[config.mk]
export PLATFORM = sky130hd
export DESIGN_NAME = sample_queue_sout
export DESIGN_NICKNAME = d
export VERILOG_FILES = /design/src/rtl/sqs_pkg.sv /design/src/rtl/sqs_ring.sv /design/src/rtl/sqs_shifter.sv /design/src/rtl/sample_queue_sout.sv
export SDC_FILE = /design/constraint.sdc
export NUM_CORES = 1
export LEC_CHECK = 0
export BUFFER_PORTS_ARGS = -buffer_cell sky130_fd_sc_hd__buf_2
export CAP_MARGIN = 20
export CORE_MARGIN = 2
export CORE_UTILIZATION = 35
export CTS_CLUSTER_SIZE = 20
export DETAILED_ROUTE_END_ITERATION = 12
export PLACE_DENSITY_LB_ADDON = 0.08
export REMOVE_ABC_BUFFERS = 1
export SLEW_MARGIN = 0
export SYNTH_ARGS = -nofsm -noshare
export SYNTH_HDL_FRONTEND = slang
export SYNTH_SLANG_ARGS = --single-unit
[constraint.sdc]
create_clock -name clk -period 2.7 [get_ports clk]
set_input_delay 0.54 -clock clk [delete_from_list [all_inputs] [get_ports clk]]
set_output_delay 0.54 -clock clk [all_outputs]
set_load 0.02 [all_outputs]
[src/rtl/sqs_pkg.sv]
package sqs_pkg;
  typedef enum logic [1:0] {
    SRC_NONE = 2'd0,
    SRC_TEMP = 2'd1,
    SRC_ADC  = 2'd2
  } src_e;
endpackage

[src/rtl/sqs_ring.sv]
module sqs_ring #(
  parameter int DATA_W = 12,
  parameter int DEPTH  = 16
) (
  input  logic                       clk,
  input  logic                       rst_n,
  input  logic                       push,
  input  logic [DATA_W-1:0]          din,
  input  logic                       pop,
  output logic [DATA_W-1:0]          head,
  output logic [$clog2(DEPTH+1)-1:0] count,
  output logic                       full,
  output logic                       drop
);
  localparam int PTR_W = $clog2(DEPTH);
  localparam int CNT_W = $clog2(DEPTH+1);
  localparam logic [PTR_W-1:0] LAST_PTR = PTR_W'(DEPTH-1);
  localparam logic [CNT_W-1:0] CNT_FULL = CNT_W'(DEPTH);

  logic [DATA_W-1:0] mem [DEPTH];
  logic [PTR_W-1:0]  rd_q, rd_n, wr_q, wr_n;
  logic [CNT_W-1:0]  cnt_q, cnt_n;

  function automatic logic [PTR_W-1:0] step(input logic [PTR_W-1:0] p);
    return (p == LAST_PTR) ? '0 : p + 1'b1;
  endfunction

  assign full  = (cnt_q == CNT_FULL);
  // overflow: full, writing, nothing leaving -> oldest goes
  assign drop  = push & full & ~pop;
  assign head  = mem[rd_q];
  assign count = cnt_q;

  always_comb begin
    rd_n  = (pop | drop) ? step(rd_q) : rd_q;
    wr_n  = push ? step(wr_q) : wr_q;
    cnt_n = cnt_q;
    if (push && !pop && !full) cnt_n = cnt_q + 1'b1;
    else if (pop && !push)     cnt_n = cnt_q - 1'b1;
  end

  always_ff @(posedge clk or negedge rst_n) begin
    if (!rst_n) begin
      rd_q  <= '0;
      wr_q  <= '0;
      cnt_q <= '0;
    end else begin
      rd_q  <= rd_n;
      wr_q  <= wr_n;
      cnt_q <= cnt_n;
    end
  end

  always_ff @(posedge clk) begin
    if (push) mem[wr_q] <= din;
  end
endmodule

[src/rtl/sqs_shifter.sv]
module sqs_shifter
  import sqs_pkg::*;
#(
  parameter int WORD_W = 16
) (
  input  logic              clk,
  input  logic              rst_n,
  input  logic              cs_n,
  input  logic              sclk,
  input  logic [WORD_W-1:0] load_word,
  input  src_e              load_src,
  output logic              sdo,
  output logic              frame_start,
  output logic              frame_done,
  output src_e              cur_src
);
  localparam int RISE_W = $clog2(WORD_W+1);
  localparam logic [RISE_W-1:0] LAST_RISE = RISE_W'(WORD_W-1);

  logic              cs_q, sclk_q, busy_q, busy_n;
  logic [RISE_W-1:0] rises_q, rises_n;
  logic [WORD_W-1:0] sh_q, sh_n;
  src_e              src_q, src_n;
  logic              s_rise, s_fall;

  assign frame_start = cs_q & ~cs_n;
  assign s_rise      = ~sclk_q & sclk;
  assign s_fall      = sclk_q & ~sclk;
  assign frame_done  = busy_q & ~cs_n & s_rise & (rises_q == LAST_RISE);
  assign sdo         = busy_q & sh_q[WORD_W-1];
  assign cur_src     = src_q;

  always_comb begin
    busy_n  = busy_q;
    rises_n = rises_q;
    sh_n    = sh_q;
    src_n   = src_q;
    if (cs_n) begin
      busy_n = 1'b0;
    end else if (frame_start) begin
      busy_n  = 1'b1;
      rises_n = '0;
      sh_n    = load_word;
      src_n   = load_src;
    end else if (busy_q) begin
      if (s_rise) begin
        rises_n = rises_q + 1'b1;
        if (frame_done) busy_n = 1'b0;
      end
      if (s_fall) sh_n = {sh_q[WORD_W-2:0], 1'b0};
    end
  end

  always_ff @(posedge clk or negedge rst_n) begin
    if (!rst_n) begin
      cs_q    <= 1'b1;
      sclk_q  <= 1'b0;
      busy_q  <= 1'b0;
      rises_q <= '0;
      sh_q    <= '0;
      src_q   <= SRC_NONE;
    end else begin
      cs_q    <= cs_n;
      sclk_q  <= sclk;
      busy_q  <= busy_n;
      rises_q <= rises_n;
      sh_q    <= sh_n;
      src_q   <= src_n;
    end
  end
endmodule

[src/rtl/sample_queue_sout.sv]
module sample_queue_sout
  import sqs_pkg::*;
#(
  parameter int DATA_W = 12,
  parameter int DEPTH  = 16,
  parameter int WORD_W = 16
) (
  input  logic                       clk,
  input  logic                       rst_n,
  input  logic                       adc_we,
  input  logic [DATA_W-1:0]          adc_data,
  input  logic                       temp_we,
  input  logic [DATA_W-1:0]          temp_data,
  input  logic                       cs_n,
  input  logic                       sclk,
  output logic                       sdo,
  output logic [$clog2(DEPTH+1)-1:0] fill_count,
  output logic                       temp_valid
);
  localparam int CNT_W = $clog2(DEPTH+1);
  localparam int PAD_W = WORD_W - DATA_W;

  logic [DATA_W-1:0] q_head;
  logic [CNT_W-1:0]  q_count;
  logic              q_full, drop;
  logic              frame_start, frame_done;
  src_e              cur_src, sel_src;
  logic [WORD_W-1:0] sel_word;
  logic              pop_adc, pop_temp;
  logic              pend_q, pend_n;
  logic              tval_q, tval_n;
  logic [DATA_W-1:0] temp_q, temp_n;

  // source choice at frame start: temperature, then queue, then zeros
  always_comb begin
    if (tval_q) begin
      sel_src  = SRC_TEMP;
      sel_word = {{PAD_W{1'b0}}, temp_q};
    end else if (q_count != '0) begin
      sel_src  = SRC_ADC;
      sel_word = {{PAD_W{1'b0}}, q_head};
    end else begin
      sel_src  = SRC_NONE;
      sel_word = '0;
    end
  end

  assign pop_adc  = frame_done & pend_q & (cur_src == SRC_ADC);
  assign pop_temp = frame_done & pend_q & (cur_src == SRC_TEMP);

  // pending flag: the in-flight entry is still the one stored
  always_comb begin
    pend_n = pend_q;
    if (frame_start)
      pend_n = ((sel_src == SRC_TEMP) && !temp_we) || ((sel_src == SRC_ADC) && !drop);
    else if (((cur_src == SRC_ADC) && drop) || ((cur_src == SRC_TEMP) && temp_we))
      pend_n = 1'b0;
  end

  always_comb begin
    temp_n = temp_we ? temp_data : temp_q;
    tval_n = tval_q;
    if (temp_we)       tval_n = 1'b1;
    else if (pop_temp) tval_n = 1'b0;
  end

  always_ff @(posedge clk or negedge rst_n) begin
    if (!rst_n) begin
      pend_q <= 1'b0;
      tval_q <= 1'b0;
      temp_q <= '0;
    end else begin
      pend_q <= pend_n;
      tval_q <= tval_n;
      temp_q <= temp_n;
    end
  end

  sqs_ring #(.DATA_W(DATA_W), .DEPTH(DEPTH)) u_ring (
    .clk(clk), .rst_n(rst_n), .push(adc_we), .din(adc_data), .pop(pop_adc),
    .head(q_head), .count(q_count), .full(q_full), .drop(drop)
  );

  sqs_shifter #(.WORD_W(WORD_W)) u_shift (
    .clk(clk), .rst_n(rst_n), .cs_n(cs_n), .sclk(sclk),
    .load_word(sel_word), .load_src(sel_src), .sdo(sdo),
    .frame_start(frame_start), .frame_done(frame_done), .cur_src(cur_src)
  );

  assign fill_count = q_count;
  assign temp_valid = tval_q;
endmodule

# == Yosys cells after proc, flatten, opt, wreduce, memory -nomap -nowiden ==
# Memory sizes are Yosys's and may differ from the RTL's.
# Index checks and enable logic that the tools add are counted.
# classes
n_addsub,5
n_mul,0
div,0
n_lt_le_gt_ge,0
n_eq_ne,8
shift,0
n_mux,25
bitwise_logic,17
n_reduce_logical,24
# op_table
operator,n
2-to-1 mux 16 bit,3
2-to-1 mux 5 bit,5
2-to-1 mux 12 bit,2
AND 1 bit,12
nonzero test 2 bit,6
2-to-1 mux 1 bit,11
"adder 5 x 1 -> 5 bit, second input constant",2
"adder 4 x 1 -> 4 bit, second input constant",2
"equality test 4 bit, second input constant",2
2-to-1 mux 4 bit,2
logical AND 1 bit,7
AND reduction 3 bit,2
"equality test 5 x 4 -> 1 bit, second input constant",1
"equality test 5 bit, second input constant",1
zero test 1 bit,5
nonzero test 5 bit,1
"subtractor 5 x 1 -> 5 bit, second input constant",1
"equality test 2 x 1 -> 1 bit, second input constant",2
"equality test 2 bit, second input constant",2
2-to-1 mux 2 bit,2
NOT 1 bit,4
logical OR 1 bit,2
AND reduction 2 bit,1
bitwise OR 1 bit,1
# totals
ff_bits,53
latchBits,0
mem_bits_rw,192
romBits,0
in_bits,30
output_inout_bits,7
elab_cells,92
memories,1
# memory_table
memory,depth,width,read_ports,rd_ports_with_merged_regs,wr,line_no,source
u_ring.mem,16,12,1,0,1,sqs_ring.sv:20,logic [DATA_W-1:0] mem [DEPTH];

# == Longest topological paths before layout ==
# Gate-level depths: netlist of the first run.
# depth
ltp_word,12
ltp_mapped,13
ltp_nobuf,12

# == Cells and area by module ==
# Synthesis of the first run repeated with hierarchy kept, for this count alone.
# hier_totals
hier_cells,605
area_unflattened_um2,10485.1
# by_module_without_submodules
mod,n_inst,cells_per_inst,area_each_um2,seq_area_each_um2
sqs_ring,1,440,8465.6,6090.8
sqs_shifter,1,94,1196.1,651.9
sample_queue_sout,1,71,823.3,350.3

# == Least setup slack after synthesis of the first run ==
# Ideal clock, no wire load.
# synth_path
kind,register to register
startpoint,reg u_shift.rises_q[0]
endpoint,"reg u_ring.cnt_q[4], in the netlist u_ring.count[4]"
setup_time_ns,0.128
arrival_time_ns,2.536
t_required_ns,2.572
setup_slack_ns,0.035
path_stages_with_launch,14
n_path_buf,1
synth_period_minus_slack_ns,2.665
path_cell_list,dfrtp_1 > ha_1 > and3_1 > ha_1 > nand2_1 > or4_1 > buf_2 > nand3_2 > ha_1 > a21o_1 > a21oi_1 > and3b_1 > o21ai_0 > o31ai_1
# synth_between
elab_chain_len,8
elab_cells_between_ends,10
classes_between,eq/ne (1); mux (1); bitwise (3); reduce/logical (5)
# synth_lines
item,line_no,source
"start, declared",sqs_shifter.sv:21,"logic [RISE_W-1:0] rises_q, rises_n;"
"start signal, assigned",sqs_shifter.sv:66,rises_q <= rises_n;
equality test 5 x 4 -> 1 bit (*),sqs_shifter.sv:29,assign frame_done = busy_q & ~cs_n & s_rise & (rises_q == LAST_RISE);
AND 1 bit (*),sqs_shifter.sv:29,
AND 1 bit (*) (2 in series),sample_queue_sout.sv:48,assign pop_adc = frame_done & pend_q & (cur_src == SRC_ADC);
zero test 1 bit,sqs_ring.sv:38,if (push && !pop && !full) cnt_n = cnt_q + 1'b1;
logical AND 1 bit (2 in series),sqs_ring.sv:38,
2-to-1 mux 5 bit or nonzero test 2 bit (tied branches),--,
"end signal, assigned",sqs_ring.sv:50,cnt_q <= cnt_n;
"end, declared",sqs_ring.sv:22,"logic [CNT_W-1:0] cnt_q, cnt_n;"
# Every way passes the cells marked *; elsewhere a longest branch is shown, timed or not.
# A chain may end at the register's enable or synchronous reset.

# == Worst setup path in the final report of the first run ==
# Same ends and word-level chain as after synthesis.

==> flow_metrics.env, run 1 <==
export IMPL_hold_path_class="in2reg"
export IMPL_cp_slowest_stage_delay_ns=0.43
export IMPL_r2r_end="u_ring.count[4]"
export IMPL_end_kind="flip-flop"
export IMPL_dieArea_sq_mm=0.02973
export IMPL_critical_path_arrival_ns=3.03
export IMPL_met1_length_microns=9685
export IMPL_power_density_mw_per_mm2=942.5
export IMPL_root_buffer="clkbuf_16"
export IMPL_io_buffers=36
export IMPL_final_common_cell="edfxtp_1"
export IMPL_first_pass_iters=6
export IMPL_crit_top_cell="ha_2"
export IMPL_r2r_start="u_shift.rises_q[0]"
export IMPL_syn_area_per_cell_sq_um=17.99
export IMPL_dp_cells=981
export IMPL_clockBufferDepth=3
export IMPL_fin_cells=1037
export IMPL_dp_hpwl_microns=14030
export IMPL_ys_types=50
export IMPL_grt_max_degree=54
export IMPL_r2r_slack_ns=0.08
export IMPL_route_detailed_drc=0
export IMPL_worstSkewPairLatency_ns=0.53
export IMPL_cts_buffers=28
export IMPL_layout_min_cycle_time_ns=2.617
export IMPL_synth_ff_type="edfxtp_1"
export IMPL_netlist_instances=552
export IMPL_grt_overflow=0
export IMPL_gp_congestion=0.7382
export IMPL_cts_clk_slew_worst_paths_ns=0.06
export IMPL_fmax_mhz=382.1
export IMPL_design_area_sq_mm=0.01191
export IMPL_setup_tns_final_ns=0
export IMPL_ys_ff_latch=245
export IMPL_max_vdd_ir_drop_v=0.0005748
export IMPL_synthArstFlopShare_pct=21.63
export IMPL_max_cap_violations=0
export IMPL_fillers=2488
export IMPL_wl_met3_microns=984
export IMPL_num_rows=61
export IMPL_die_h_microns=172.4
export IMPL_drv_slew=0
export IMPL_fin_skew_ns=0.01025
export IMPL_antenna_found_initial=0
export IMPL_area_growth_synth_to_final_pct=19.97
export IMPL_status="finished clean"
export IMPL_viasPerCell=4.951
export IMPL_initial_core_util_pct=35.64
export IMPL_rsz0062_at_grt="yes"
export IMPL_synthesis_area_sq_mm=0.009928
export IMPL_whs_path_depth=2
export IMPL_grt_util_all_layers_pct=15.04
export IMPL_routed_via_count=5134
export IMPL_leakage_nw=4.250
export IMPL_cts_tree="built"
export IMPL_grt_pass1_vias=5414
export IMPL_routed_wl_met2_microns=10590
export IMPL_hp_start="sclk"
export IMPL_crit_fanout=3
export IMPL_drtIter0Drc=357
export IMPL_setup_violations_final=0
export IMPL_pre_cts_ws_ns=-0.05861
export IMPL_wl_per_cell_microns=20.80
export IMPL_worst_path_max_delay_cell="or4_4"
export IMPL_period_share_pct=96.93
export IMPL_drive_gt1_share_pct=32.17
export IMPL_ys_warn_count=0
export IMPL_tightest_slew_ns=0.5909
export IMPL_relSlewSlack_pct=60.60
export IMPL_clock_sinks=245
export IMPL_core_area_sq_mm=0.02786
export IMPL_num_antenna_cells=0
export IMPL_grt_pass1_wl_microns=32840
export IMPL_crit_required_ns=3.11
export IMPL_die_w_microns=172.4
export IMPL_io_pin_count=37
export IMPL_top_layer_used="met4"
export IMPL_placed_area_sq_mm=0.01088
export IMPL_hold_path_end="u_shift.sclk_q"
export IMPL_htreeDepth=1
export IMPL_critPathKind="reg2reg"
export IMPL_wl_microns=21570
export IMPL_synth_edff_count=192
export IMPL_hold_viol=0
export IMPL_final_nets=678
export IMPL_fin_ws_ns=0.08302
export IMPL_utilization_pct=42.76
export IMPL_yosysSeqAreaShare_pct=71.44
export IMPL_crit_path_start_kind="flip-flop"
export IMPL_ant_nets=0
export IMPL_mostFrequentLayoutCells="edfxtp_1 (192), dfrtp_1 (49), mux4_2 (48)"
export IMPL_crit_chain="ha_2 > and3_1 > ha_2 > nand2_1 > or4_4 > nand3_2 > ha_1 > a21o_1 > a21oi_2 > and3b_1 > o21ai_1 > o31ai_1"
export IMPL_r2r_cells=12
-- cell type report --
class                      instances  area [sq um]  area share [%]
clock buffer                      40         808.3           6.786
clock inverter                    12         161.4           1.355
inverter                           6         22.52          0.1891
multi-input combinational        270          2725           22.88
sequential                       245          7097           59.58
tap                              378         473.0           3.971
timing repair buffer              86         624.3           5.242
-- metal layers --
metal | GRT usage [%] | vias up
li1 | - | 2352
met1 | 20.56 | 2661
met2 | 25.32 | 96
met3 | 2.426 | 25
met4 | 3.434 | 0
met5 | 0 | -
-- worst max-delay path: cells and delay by family (launching register included) --
kind                     cells  cell delay (ns)
AO/OA/AOI/OAI                4             0.56
AND/OR/NAND/NOR              5             0.97
adder cells (fa/ha/maj)      3             0.61
flip-flops                   1             0.36
-- sequential cells by signal, summed over array words and instances (netlist names) --
register and flops:
pend_q 1, temp_q 12, temp_valid 1, u_ring.count 5
u_ring.mem 192, u_ring.rd_q 4, u_ring.wr_q 4, u_shift.busy_q 1
u_shift.cs_q 1, u_shift.cur_src 2, u_shift.rises_q 5, u_shift.sclk_q 1
u_shift.sh_q 16
-- synthesized netlist by cell type, drive strengths merged (2+ instances only) --
library cell	number	area share [%]
nor3	5	0.25
buf	13	0.64
a211oi	2	0.20
o22a	10	0.88
dfrtp	52	13
mux2	18	2.2
nand2	25	0.95
xor2	3	0.26
o221ai	10	0.88
mux2i	28	2.8
nand2b	5	0.32
nor2	45	1.7
clkbuf	18	0.68
o21ai	4	0.20
nand3	7	0.40
ha	10	1.3
and4bb	2	0.25
edfxtp	192	58
nor4	2	0.19
mux4	48	11
a21oi	14	0.71
nand4	2	0.13
inv	6	0.23
a31oi	2	0.13
a21o	4	0.30
xnor2	6	0.53
nand3b	2	0.15
-- power by group --
part | internal (W) | switching (W)
registers | 0.00448 | 0.000324
logic | 0.00127 | 0.00125
clock network | 0.00245 | 0.00145
total | 0.00821 | 0.00302
-- how the worst max path moves through the flow --
stage / start / end / slack, ns / cells after the start
3_5_place_dp: cs_n / u_ring.count[4] / -0.06 / 10
4_1_cts: u_shift.rises_q[0] / u_ring.count[4] / 0.004 / 13
3_3_place_gp: cs_n / u_ring.count[4] / -0.05 / 10
6_report: u_shift.rises_q[0] / u_ring.count[4] / 0.08 / 12
5_1_grt: u_shift.rises_q[0] / u_ring.count[4] / -0.02 / 12
2_1_floorplan: u_ring.rd_q[1] / u_shift.sh_q[10] / -0.53 / 4
-- logic make-up after synthesis --
logic type / count (synthesis) / synth area share (%)
buf+inv: 37 / 1.550
compound gates: 53 / 3.945
fa+ha+maj: 11 / 1.462
flops: 245 / 71.44
mux: 94 / 15.87
xor+xnor: 9 / 0.7940
simple gates: 103 / 4.940
-- through the flow --
step,total power (W),hold slack [ns]
floorplan,0.006432,0.2444
global placement,0.007438,0.4917
detailed placement,0.007476,0.4973
CTS,0.01143,0.2075
global route,0.01178,0.2213
finish,0.01123,0.2315
-- what timing repair did --
action | CTS | global route
hold buffers | 1 | 0
resized for setup | 2 | 7
endpoints found under the hold margin | 1 | 0
pin swaps | 1 | 4
cloned | 0 | 0
buffers inserted | 0 | 3
endpoints found under the setup margin | 1 | 2
No activity file was read; power rests on OpenSTA's default activity.
==> run 2, diff against run 1 <==
Settings changed: CORE_ASPECT_RATIO set to 1.1, GPL_ROUTABILITY_DRIVEN set to 0.
==> flow_metrics.env, run 2 (synthesized netlist as in run 1, its figures left out) <==
export IMPL_setup_violations_final=0
export IMPL_worstSkewPairLatency_ns=0.53
export IMPL_crit_required_ns=3.12
export IMPL_mostFrequentLayoutCells="edfxtp_1 (192), dfrtp_1 (49), mux4_2 (48)"
export IMPL_fmax_mhz=384.0
export IMPL_largestRegisters="u_ring.mem x192, u_shift.sh_q x16, temp_q x12"
export IMPL_regMostFlops="u_ring.mem"
export IMPL_clockBufferDepth=3
export IMPL_antenna_found_initial=0
export IMPL_power_density_mw_per_mm2=908.3
export IMPL_cts_clk_slew_worst_paths_ns=0.06
export IMPL_drv_slew=0
export IMPL_crit_path_start_kind="flip-flop"
export IMPL_routed_via_count=5148
export IMPL_dp_cells=964
export IMPL_clock_sinks=245
export IMPL_grt_max_degree=51
export IMPL_die_h_microns=180.6
export IMPL_path_buf_inv=1
export IMPL_design_area_sq_mm=0.01172
export IMPL_crit_chain="ha_2 > and3_4 > ha_4 > nand2_1 > or4_4 > nand3_4 > buf_4 > ha_1 > a21o_1 > a21oi_2 > xnor2_1 > mux2_4"
export IMPL_initial_core_util_pct=35.63
export IMPL_critical_path_arrival_ns=3.02
export IMPL_worst_path_max_delay_cell="or4_4"
export IMPL_pre_cts_ws_ns=-0.08413
export IMPL_max_cap_violations=0
export IMPL_relSlewSlack_pct=48.63
export IMPL_cp_slowest_stage_delay_ns=0.44
export IMPL_root_buffer="clkbuf_16"
export IMPL_path_delay_family="simple AND/OR/NAND/NOR gates"
export IMPL_core_area_sq_mm=0.02787
export IMPL_first_pass_iters=5
export IMPL_drtIter0Drc=282
export IMPL_fin_skew_ns=0.01200
export IMPL_critPathKind="reg2reg"
export IMPL_setup_tns_final_ns=0
export IMPL_crit_fanout=4
export IMPL_placed_area_sq_mm=0.01085
export IMPL_grt_pass1_wl_microns=33320
export IMPL_status="finished clean"
export IMPL_wl_microns=21780
export IMPL_tightest_slew_ns=0.7678
export IMPL_dieArea_sq_mm=0.02973
export IMPL_utilization_pct=42.07
export IMPL_wl_per_cell_microns=21.46
export IMPL_grt_pass1_vias=5542
export IMPL_die_w_microns=164.6
export IMPL_dp_hpwl_microns=14120
export IMPL_grt_overflow=0
export IMPL_viasPerCell=5.072
export IMPL_htreeDepth=1
export IMPL_fin_cells=1015
export IMPL_final_common_cell="edfxtp_1"
export IMPL_end_kind="flip-flop"
export IMPL_area_growth_synth_to_final_pct=18.07
export IMPL_leakage_nw=4.148
export IMPL_grt_util_all_layers_pct=15.05
export IMPL_cts_tree="built"
export IMPL_max_vdd_ir_drop_v=0.0004540
export IMPL_num_antenna_cells=0
export IMPL_fin_ws_ns=0.09566
export IMPL_io_buffers=36
export IMPL_largest_register_ffs=192
export IMPL_final_nets=673
export IMPL_ant_nets=0
export IMPL_hold_path_class="in2async"
export IMPL_drive_gt1_share_pct=31.60
export IMPL_layout_min_cycle_time_ns=2.604
export IMPL_period_share_pct=96.46
export IMPL_io_pin_count=37
export IMPL_hold_viol=0
export IMPL_cts_buffers=27
export IMPL_route_detailed_drc=0
export IMPL_num_rows=64
run 2: cell count changes in the layout (fill, tap and decap cells not counted), sizes merged:
cell,delta
inv,+1
clkinv,+3
buf,-3
dlygate4sd3,-1
clkbuf,-4
bufinv,-3
run 2: routing by layer:
| layer | vias to the layer above | routed length (microns) | GRT usage, % |
|---|---|---|---|
| li1 | 2339 | - | - |
| met1 | 2676 | 9515 | 19.88 |
| met2 | 100 | 10980 | 26.08 |
| met3 | 33 | 882 | 2.186 |
| met4 | 0 | 399 | 3.757 |
| met5 | - | 0 | 0 |
run 2: what timing repair did:
action	in CTS	in global routing
setup buffers	0	2
pin swaps	1	3
hold buffers	0	0
endpoints found under the hold margin	0	0
endpoints found under the setup margin	1	2
resized for setup	3	9
run 2: area by class of cell:
class / count / area [sq um]
clock buffer: 36 / 709.4
clock inverter: 13 / 90.09
fill: 2492 / 16140
inverter: 6 / 22.52
multi-input combinational: 270 / 2761
sequential: 245 / 7097
tap: 363 / 454.2
timing repair buffer: 82 / 588.1
run 2: final timing paths:
check                                     end                from  slack [ns]  depth (start not counted)
min in group clk                   temp_q[11]       temp_data[11]        0.24                          2
hold / removal                u_ring.count[0]               rst_n        0.02                          1
max in group asynchronous        u_shift.cs_q               rst_n        1.96                          2
hold reg to reg            u_shift.cur_src[1]  u_shift.cur_src[1]        0.51                          1
setup / recovery              u_ring.count[3]  u_shift.rises_q[1]         0.1                         12
setup reg to reg              u_ring.count[3]  u_shift.rises_q[1]         0.1                         12
run 2: where the power goes:
group	total (W)	internal (W)	switching, W
logic	0.00254	0.00125	0.00128
registers	0.00476	0.00448	0.000274
clock network	0.00335	0.00193	0.00142
total	0.0106	0.00767	0.00298
run 2: stage by stage:
step | hold slack (ns) | power [W]
2_1_floorplan | 0.2444 | 0.006432
3_3_place_gp | 0.4916 | 0.007412
3_5_place_dp | 0.4969 | 0.007468
4_1_cts | 0.01889 | 0.01086
5_1_grt | 0.05884 | 0.01118
6_report | 0.01543 | 0.01065
